--- src/rtl/mcs_pkg.sv ---
package mcs_pkg;
  localparam int NUM_STALL  = 8;
  localparam int NUM_SCALAR = 15;
  localparam int IDX_TOTAL  = 15;
  localparam int BANK_BASE  = 16;
  localparam int C_REQ   = 0;
  localparam int C_RD    = 1;
  localparam int C_WR    = 2;
  localparam int C_REF   = 3;
  localparam int C_WAIT  = 4;
  localparam int C_INQ   = 5;
  localparam int C_BANKQ = 6;
  localparam int C_STALL = 7;
  localparam int STALL_ARB = 3;

  typedef struct packed {
    logic                  clr;
    logic [NUM_SCALAR-1:0] en;
    logic                  bankHit;
  } evt_t;
endpackage

--- src/rtl/mcs_ctrl.sv ---
module mcs_ctrl
  import mcs_pkg::*;
(
  input  logic                 clk,
  input  logic                 rstN,
  input  logic                 clear,
  input  logic                 reqStrobe,
  input  logic                 rdStrobe,
  input  logic                 wrStrobe,
  input  logic                 refStrobe,
  input  logic [NUM_STALL-1:0] stallVec,
  output evt_t                 evt
);
  logic [NUM_STALL-1:0] stallWin;

  // Fixed priority: lowest set bit takes the cycle.
  always_comb begin
    logic found;
    found    = 1'b0;
    stallWin = '0;
    for (int k = 0; k < NUM_STALL; k++) begin
      if (stallVec[k] && !found) begin
        stallWin[k] = 1'b1;
        found       = 1'b1;
      end
    end
  end

  always_comb begin
    evt.clr                           = clear;
    evt.en                            = '0;
    evt.en[C_REQ]                     = reqStrobe;
    evt.en[C_RD]                      = rdStrobe;
    evt.en[C_WR]                      = wrStrobe;
    evt.en[C_REF]                     = refStrobe;
    evt.en[C_WAIT]                    = 1'b1;
    evt.en[C_INQ]                     = 1'b1;
    evt.en[C_BANKQ]                   = 1'b1;
    evt.en[C_STALL +: NUM_STALL]      = stallWin;
    evt.bankHit                       = reqStrobe;
  end

  // at most one reason charged, and the top one always wins
  a_r6_single_reason: assert property (@(posedge clk) disable iff (!rstN)
    $onehot0(evt.en[C_STALL +: NUM_STALL]));
  a_r6_top_wins: assert property (@(posedge clk) disable iff (!rstN)
    stallVec[0] |-> evt.en[C_STALL]);
  // refresh alone never reaches the request counter
  a_r3_ref_not_req: assert property (@(posedge clk) disable iff (!rstN)
    (refStrobe && !reqStrobe) |-> !evt.en[C_REQ]);
endmodule

--- src/rtl/mcs_datapath.sv ---
module mcs_datapath
  import mcs_pkg::*;
#(
  parameter int CNT_W       = 64,
  parameter int AMT_W       = 8,
  parameter int TOTAL_BANKS = 8,
  parameter int BANK_W      = 3,
  parameter int IDX_W       = 5
) (
  input  logic              clk,
  input  logic              rstN,
  input  evt_t              evt,
  input  logic [BANK_W-1:0] reqBank,
  input  logic [AMT_W-1:0]  arbAmt,
  input  logic [AMT_W-1:0]  waitAmt,
  input  logic [AMT_W-1:0]  inqAmt,
  input  logic [AMT_W-1:0]  bankqAmt,
  input  logic [IDX_W-1:0]  rdIdx,
  output logic [CNT_W-1:0]  rdData,
  output logic              statsValid
);
  localparam logic [CNT_W-1:0] CNT_MAX = '1;

  logic [CNT_W-1:0] cnt     [NUM_SCALAR];
  logic [CNT_W-1:0] bankCnt [TOTAL_BANKS];
  logic [CNT_W-1:0] totalSat;
  logic [CNT_W-1:0] readVal;

  for (genvar i = 0; i < NUM_SCALAR; i++) begin : g_scalar
    logic [CNT_W-1:0] step;
    logic [CNT_W:0]   nextSum;
    if (i == C_WAIT) begin : g_w
      assign step = CNT_W'(waitAmt);
    end else if (i == C_INQ) begin : g_i
      assign step = CNT_W'(inqAmt);
    end else if (i == C_BANKQ) begin : g_b
      assign step = CNT_W'(bankqAmt);
    end else if (i == C_STALL + STALL_ARB) begin : g_a
      assign step = CNT_W'(arbAmt);
    end else begin : g_one
      assign step = CNT_W'(1);
    end
    assign nextSum = {1'b0, cnt[i]} + {1'b0, step};

    always_ff @(posedge clk or negedge rstN) begin
      if (!rstN)           cnt[i] <= '0;
      else if (evt.clr)    cnt[i] <= '0;
      else if (evt.en[i])  cnt[i] <= nextSum[CNT_W] ? CNT_MAX : nextSum[CNT_W-1:0];
    end

    // a full counter holds unless cleared
    a_r9_no_wrap: assert property (@(posedge clk) disable iff (!rstN)
      (cnt[i] == CNT_MAX && !evt.clr) |=> cnt[i] == CNT_MAX);
  end

  for (genvar b = 0; b < TOTAL_BANKS; b++) begin : g_bank
    logic hit;
    assign hit = evt.bankHit && (reqBank == BANK_W'(b));
    always_ff @(posedge clk or negedge rstN) begin
      if (!rstN)      bankCnt[b] <= '0;
      else if (evt.clr) bankCnt[b] <= '0;
      else if (hit && bankCnt[b] != CNT_MAX) bankCnt[b] <= bankCnt[b] + 1'b1;
    end
  end

  always_comb begin
    logic [CNT_W+1:0] sum3;
    sum3 = {2'b00, cnt[C_WAIT]} + {2'b00, cnt[C_INQ]} + {2'b00, cnt[C_BANKQ]};
    totalSat = (|sum3[CNT_W+1:CNT_W]) ? CNT_MAX : sum3[CNT_W-1:0];
  end

  always_comb begin
    readVal = '0;
    for (int i = 0; i < NUM_SCALAR; i++)
      if (rdIdx == IDX_W'(i)) readVal = cnt[i];
    if (rdIdx == IDX_W'(IDX_TOTAL)) readVal = totalSat;
    for (int b = 0; b < TOTAL_BANKS; b++)
      if (rdIdx == IDX_W'(BANK_BASE + b)) readVal = bankCnt[b];
  end

  always_ff @(posedge clk or negedge rstN) begin
    if (!rstN) rdData <= '0;
    else       rdData <= readVal;
  end

  assign statsValid = (|cnt[C_REQ]) || (|cnt[C_REF]);

  // clear wins over any same-cycle increment
  a_r10_clear_wins: assert property (@(posedge clk) disable iff (!rstN)
    evt.clr |=> (cnt[C_REQ] == '0 && bankCnt[0] == '0));
  // an accepted request moves the request counter by exactly one
  a_r2_req_step: assert property (@(posedge clk) disable iff (!rstN)
    (evt.en[C_REQ] && !evt.clr && cnt[C_REQ] != CNT_MAX) |=> cnt[C_REQ] == $past(cnt[C_REQ]) + 1'b1);
  // index 0 is returned one cycle later with its sampled value
  a_r11_read_lat: assert property (@(posedge clk) disable iff (!rstN)
    (rdIdx == '0) |=> rdData == $past(cnt[C_REQ]));
endmodule

--- src/rtl/mc_stat_counters.sv ---
module mc_stat_counters
  import mcs_pkg::*;
#(
  parameter int BANKS_PER_RANK = 4,
  parameter int RANKS_PER_DIMM = 2,
  parameter int DIMMS_PER_CHAN = 1,
  parameter int CNT_W          = 64,
  parameter int AMT_W          = 8,
  localparam int TOTAL_BANKS   = BANKS_PER_RANK * RANKS_PER_DIMM * DIMMS_PER_CHAN,
  localparam int BANK_W        = (TOTAL_BANKS > 1) ? $clog2(TOTAL_BANKS) : 1,
  localparam int IDX_W         = $clog2(BANK_BASE + TOTAL_BANKS)
) (
  input  logic                 clk,
  input  logic                 rstN,
  input  logic                 clear,
  input  logic                 reqStrobe,
  input  logic [BANK_W-1:0]    reqBank,
  input  logic                 rdStrobe,
  input  logic                 wrStrobe,
  input  logic                 refStrobe,
  input  logic [NUM_STALL-1:0] stallVec,
  input  logic [AMT_W-1:0]     arbAmt,
  input  logic [AMT_W-1:0]     waitAmt,
  input  logic [AMT_W-1:0]     inqAmt,
  input  logic [AMT_W-1:0]     bankqAmt,
  input  logic [IDX_W-1:0]     rdIdx,
  output logic [CNT_W-1:0]     rdData,
  output logic                 statsValid
);
  evt_t evt;

  mcs_ctrl u_ctrl (
    .clk(clk), .rstN(rstN), .clear(clear), .reqStrobe(reqStrobe),
    .rdStrobe(rdStrobe), .wrStrobe(wrStrobe), .refStrobe(refStrobe),
    .stallVec(stallVec), .evt(evt)
  );

  mcs_datapath #(
    .CNT_W(CNT_W), .AMT_W(AMT_W), .TOTAL_BANKS(TOTAL_BANKS),
    .BANK_W(BANK_W), .IDX_W(IDX_W)
  ) u_dp (
    .clk(clk), .rstN(rstN), .evt(evt), .reqBank(reqBank), .arbAmt(arbAmt),
    .waitAmt(waitAmt), .inqAmt(inqAmt), .bankqAmt(bankqAmt),
    .rdIdx(rdIdx), .rdData(rdData), .statsValid(statsValid)
  );
endmodule

--- config.mk ---
export PLATFORM = sky130hd
export DESIGN_NAME = mc_stat_counters
export DESIGN_NICKNAME = d
export VERILOG_FILES = /design/src/rtl/mcs_pkg.sv /design/src/rtl/mcs_ctrl.sv /design/src/rtl/mcs_datapath.sv /design/src/rtl/mc_stat_counters.sv
export SDC_FILE = /design/constraint.sdc
export NUM_CORES = 2
export LEC_CHECK = 0
export BUFFER_PORTS_ARGS = -buffer_cell sky130_fd_sc_hd__buf_4
export CORE_UTILIZATION = 45
export DETAILED_ROUTE_END_ITERATION = 10
export PLACE_DENSITY = 0.7
export SKIP_CTS_REPAIR_TIMING = 1
export SYNTH_ARGS = -nofsm -noshare
export SYNTH_HDL_FRONTEND = slang
export SYNTH_SLANG_ARGS = --single-unit
--- constraint.sdc ---
create_clock -name clk -period 7.9 [get_ports clk]
set_input_delay 0 -clock clk [delete_from_list [all_inputs] [get_ports clk]]
set_output_delay 0 -clock clk [all_outputs]
set_load 0.05 [all_outputs]
==> out/metrics.yaml <==
cpPeakStageDelay_ps: 550
routed_wl_microns: 456800
ys_ff_latch: 1536
core_sq_um: 214800
crit_type: "reg2reg"
post_synth.cell_area_avg_sq_um: 8.388
vias: 99440
yosysUniqueCellTypes: 112
holdPathEnd: "u_dp.cnt[0]"
syn_nets: 11840
rrSetupSlack_ps: 740
pwr-share-clk_pct: 45.6
clockRootBuffer: "clkbuf_16"
path_max_fanout: 19
syn2layout_area_growth_pct: 10.96
syn_inst: 11600
finalSetupTns_ps: 0
status: "finished with violations"
pwr-share-comb_pct: 12.3
fin_cells: 14500
rr_worst_depth: 25
worst_pin_slew_ps: 1536
htreeDepth: 4
grt_overflow_total: 0
final_core_util_pct: 50.25
cp.required_ps: 8600
worst-path-buf-inv: 1
wl_per_cell_microns: 31.51
whs_path_depth: 5
clk-insertion-delay-late_ps: 870
r2r_end: "u_dp.rdData[8]"
r2r_start: "u_dp.cnt[642]"
slew-limit-headroom_pct: -3.484
place_area_sq_um: 101100
track_usage_pct: 40.74
drt_pass1_iterations: 11
swShare_pct: 29.20
final_max_slew_viol_count: 3
fp.dieW_microns: 467
drt_iter0_drc: 15410
num_rows: 170
grt_pass1_vias: 90480
crit_path_start_kind: "flip-flop"
yosysMostFrequentCell: "dfrtp_1"
vdd_drop_max_uv: 196.1
rsz0062_at_grt: "no"
cts_tree: "built"
regArea_sq_um: 38440
drc_errors: 0
synth_common_cells: "dfrtp_1, nor2_1, nand2_1, a21oi_1, o21ai_0"
drive_gt1_share_pct: 7.490
pwr-share-seq_pct: 42.1
design_area_sq_um: 108000
ys_seq_area_share_pct: 39.50
async_flop_share_pct: 100.0
clk_path_buf_depth: 3
synth_top_cell_area_share_pct: 39.50
cpMostUsedCell: "o21ai_0"
setup_viol: 0
max-cap-violations: 2
worstHoldStart: "stallVec[7]"
synth_top_flop_cell: "dfrtp_1"
max_freq_ghz: 0.1396
period_share_pct: 90.68
grt_max_degree: 179
leakage_uw: 0.04425
synthTopCellsByArea: "dfrtp_1, a21oi_1, nor2_1, nand2_1, xor2_1"
cts_made_buffers: 181
synthesis.area_sq_um: 97300
cpMaxStageDelayCell: "mux2_2"
arrival_ps: 7860
powerDensity_nw_per_um2: 179.1
p_switching_uw: 5645
fin_crit_ps: 7163
antenna_found_initial: 44
grt_pass1_wl_microns: 650100
crit_path_end_kind: "flip-flop"
io_pins: 120
critPathTopFamily: "compound AO/OA/AOI/OAI gates"
initial_core_util_pct: 45.29
synth_top_cell_by_area: "dfrtp_1"
final_antenna_net_count: 0
die_h_microns: 467
gp_congestion: 1.076
min_path_type: "in2reg"
clock_skew_ps: 41.72
multi_input_area_sq_um: 55490
clk_pin_slew_ps: 60
hold_viol_final: 0
yosys_warnings: 0
clock_sinks: 1536
die_area_sq_um: 218100
p_int_uw: 13690
place_hpwl_microns: 340600
dp_cells: 14080
fill_cells: 20230
synth_edf_count: 0
violations: "max-capacitance violations, max-slew violations"
via_per_inst: 6.859
port_buffers: 119
final_net_count: 11740
-- cells in the final DEF (no fill, tap or decap), types with 64 or more instances in the layout --
cell type      count
mux2i_1           99
and4_1           143
nand2_1         1020
a211oi_1         253
inv_1            225
buf_4            317
o22ai_1          170
dlygate4sd3_1     69
a22oi_1          163
nand3_1          701
and2_1           122
a222oi_1          74
a311oi_1         190
a21oi_1         1018
nor3_1           336
a221oi_1          64
nor4_1            84
o21ai_0          747
or3_1             94
clkbuf_16        184
nor2_1          1305
nand4_1          306
ha_1             182
xnor2_1          299
and3_1           369
a21o_1            74
a31oi_1          143
xor2_1           430
dfrtp_1         1536
-- worst register-to-register path, stage by stage, from the launching register on --
cell,delay [ps]
dfrtp_1,420
ha_1,360
o21ai_0,150
o21ai_0,260
nor4b_2,440
o2111ai_1,270
a211oi_1,520
o21ai_1,190
o31a_1,410
o21bai_1,230
nand2_1,100
a21oi_1,220
o311ai_0,180
ha_1,300
a21oi_1,150
o21ai_0,150
nor2b_1,180
a211oi_1,380
nand4_1,170
and3_1,230
o31ai_1,220
o211ai_1,120
mux2_2,550
buf_12,300
a2111oi_0,370
o21ai_0,150
-- metrics by stage --
step	hold WS, ps	total power [uW]	worst slack [ps]
after floorplan	-295.6	9322	2559
after global placement	18.74	10470	917.7
after detailed placement	22.00	10490	980.1
after CTS	-887.6	19200	949.1
after global routing	3.148	19760	220.7
final	5.052	19330	736.5
-- how the worst max path moves through the flow --
stage / start / to / slack [ps] / depth (start not counted)
detailed placement: u_dp.cnt[642] / u_dp.rdData[8] / 980 / 25
global placement: u_dp.cnt[578] / u_dp.rdData[8] / 920 / 25
CTS: u_dp.cnt[642] / u_dp.rdData[8] / 950 / 25
global route: u_dp.cnt[579] / u_dp.rdData[8] / 220 / 25
floorplan: u_dp.cnt[582] / u_dp.rdData[52] / 2560 / 26
finish: u_dp.cnt[642] / u_dp.rdData[8] / 740 / 25
-- layer usage --
metal | GRT usage, % | share of wire [%]
met1 | 51.63 | 37
met2 | 59.62 | 42
met3 | 10.97 | 12
met4 | 29.76 | 8.9
met5 | 0 | 0.059
-- area by class of cell --
cell class / count / share of cell area [%]
Clock buffer: 276 / 4.965
Inverter: 226 / 0.7881
Antenna cell: 18 / 0.04172
Timing Repair Buffer: 408 / 3.233
Tap cell: 2838 / 3.289
Multi-Input combinational cell: 9143 / 51.40
Sequential cell: 1536 / 35.60
Clock inverter: 53 / 0.6791
-- logic make-up (layout without fill, tap and decap cells) --
kind of cell / count (synthesis) / after routing / share of synthesized area (%)
fa+ha+maj: 188 / 188 / 2.464
xor+xnor: 729 / 729 / 6.562
other cells: 0 / 18 / 0
flops: 1536 / 1536 / 39.50
compound gates: 3335 / 3335 / 21.86
buf+inv: 921 / 963 / 3.739
simple gates: 4749 / 4749 / 24.02
mux: 142 / 142 / 1.852
-- power groups by stage --
stage | registers [uW] | clock network, uW | logic [uW]
6_report | 8140 | 8810 | 2390
5_1_grt | 8130 | 9140 | 2500
4_1_cts | 8120 | 8850 | 2240
3_5_place_dp | 8260 | 0 | 2230
3_3_place_gp | 8260 | 0 | 2210
2_1_floorplan | 8290 | 0 | 1030
-- flip-flops by register name, indices dropped and copies added, names as in the netlist --
name	cells
u_dp.cnt	960
u_dp.rdData	64
u_dp.bankCnt	512
Power figures use the tool's default switching activity.
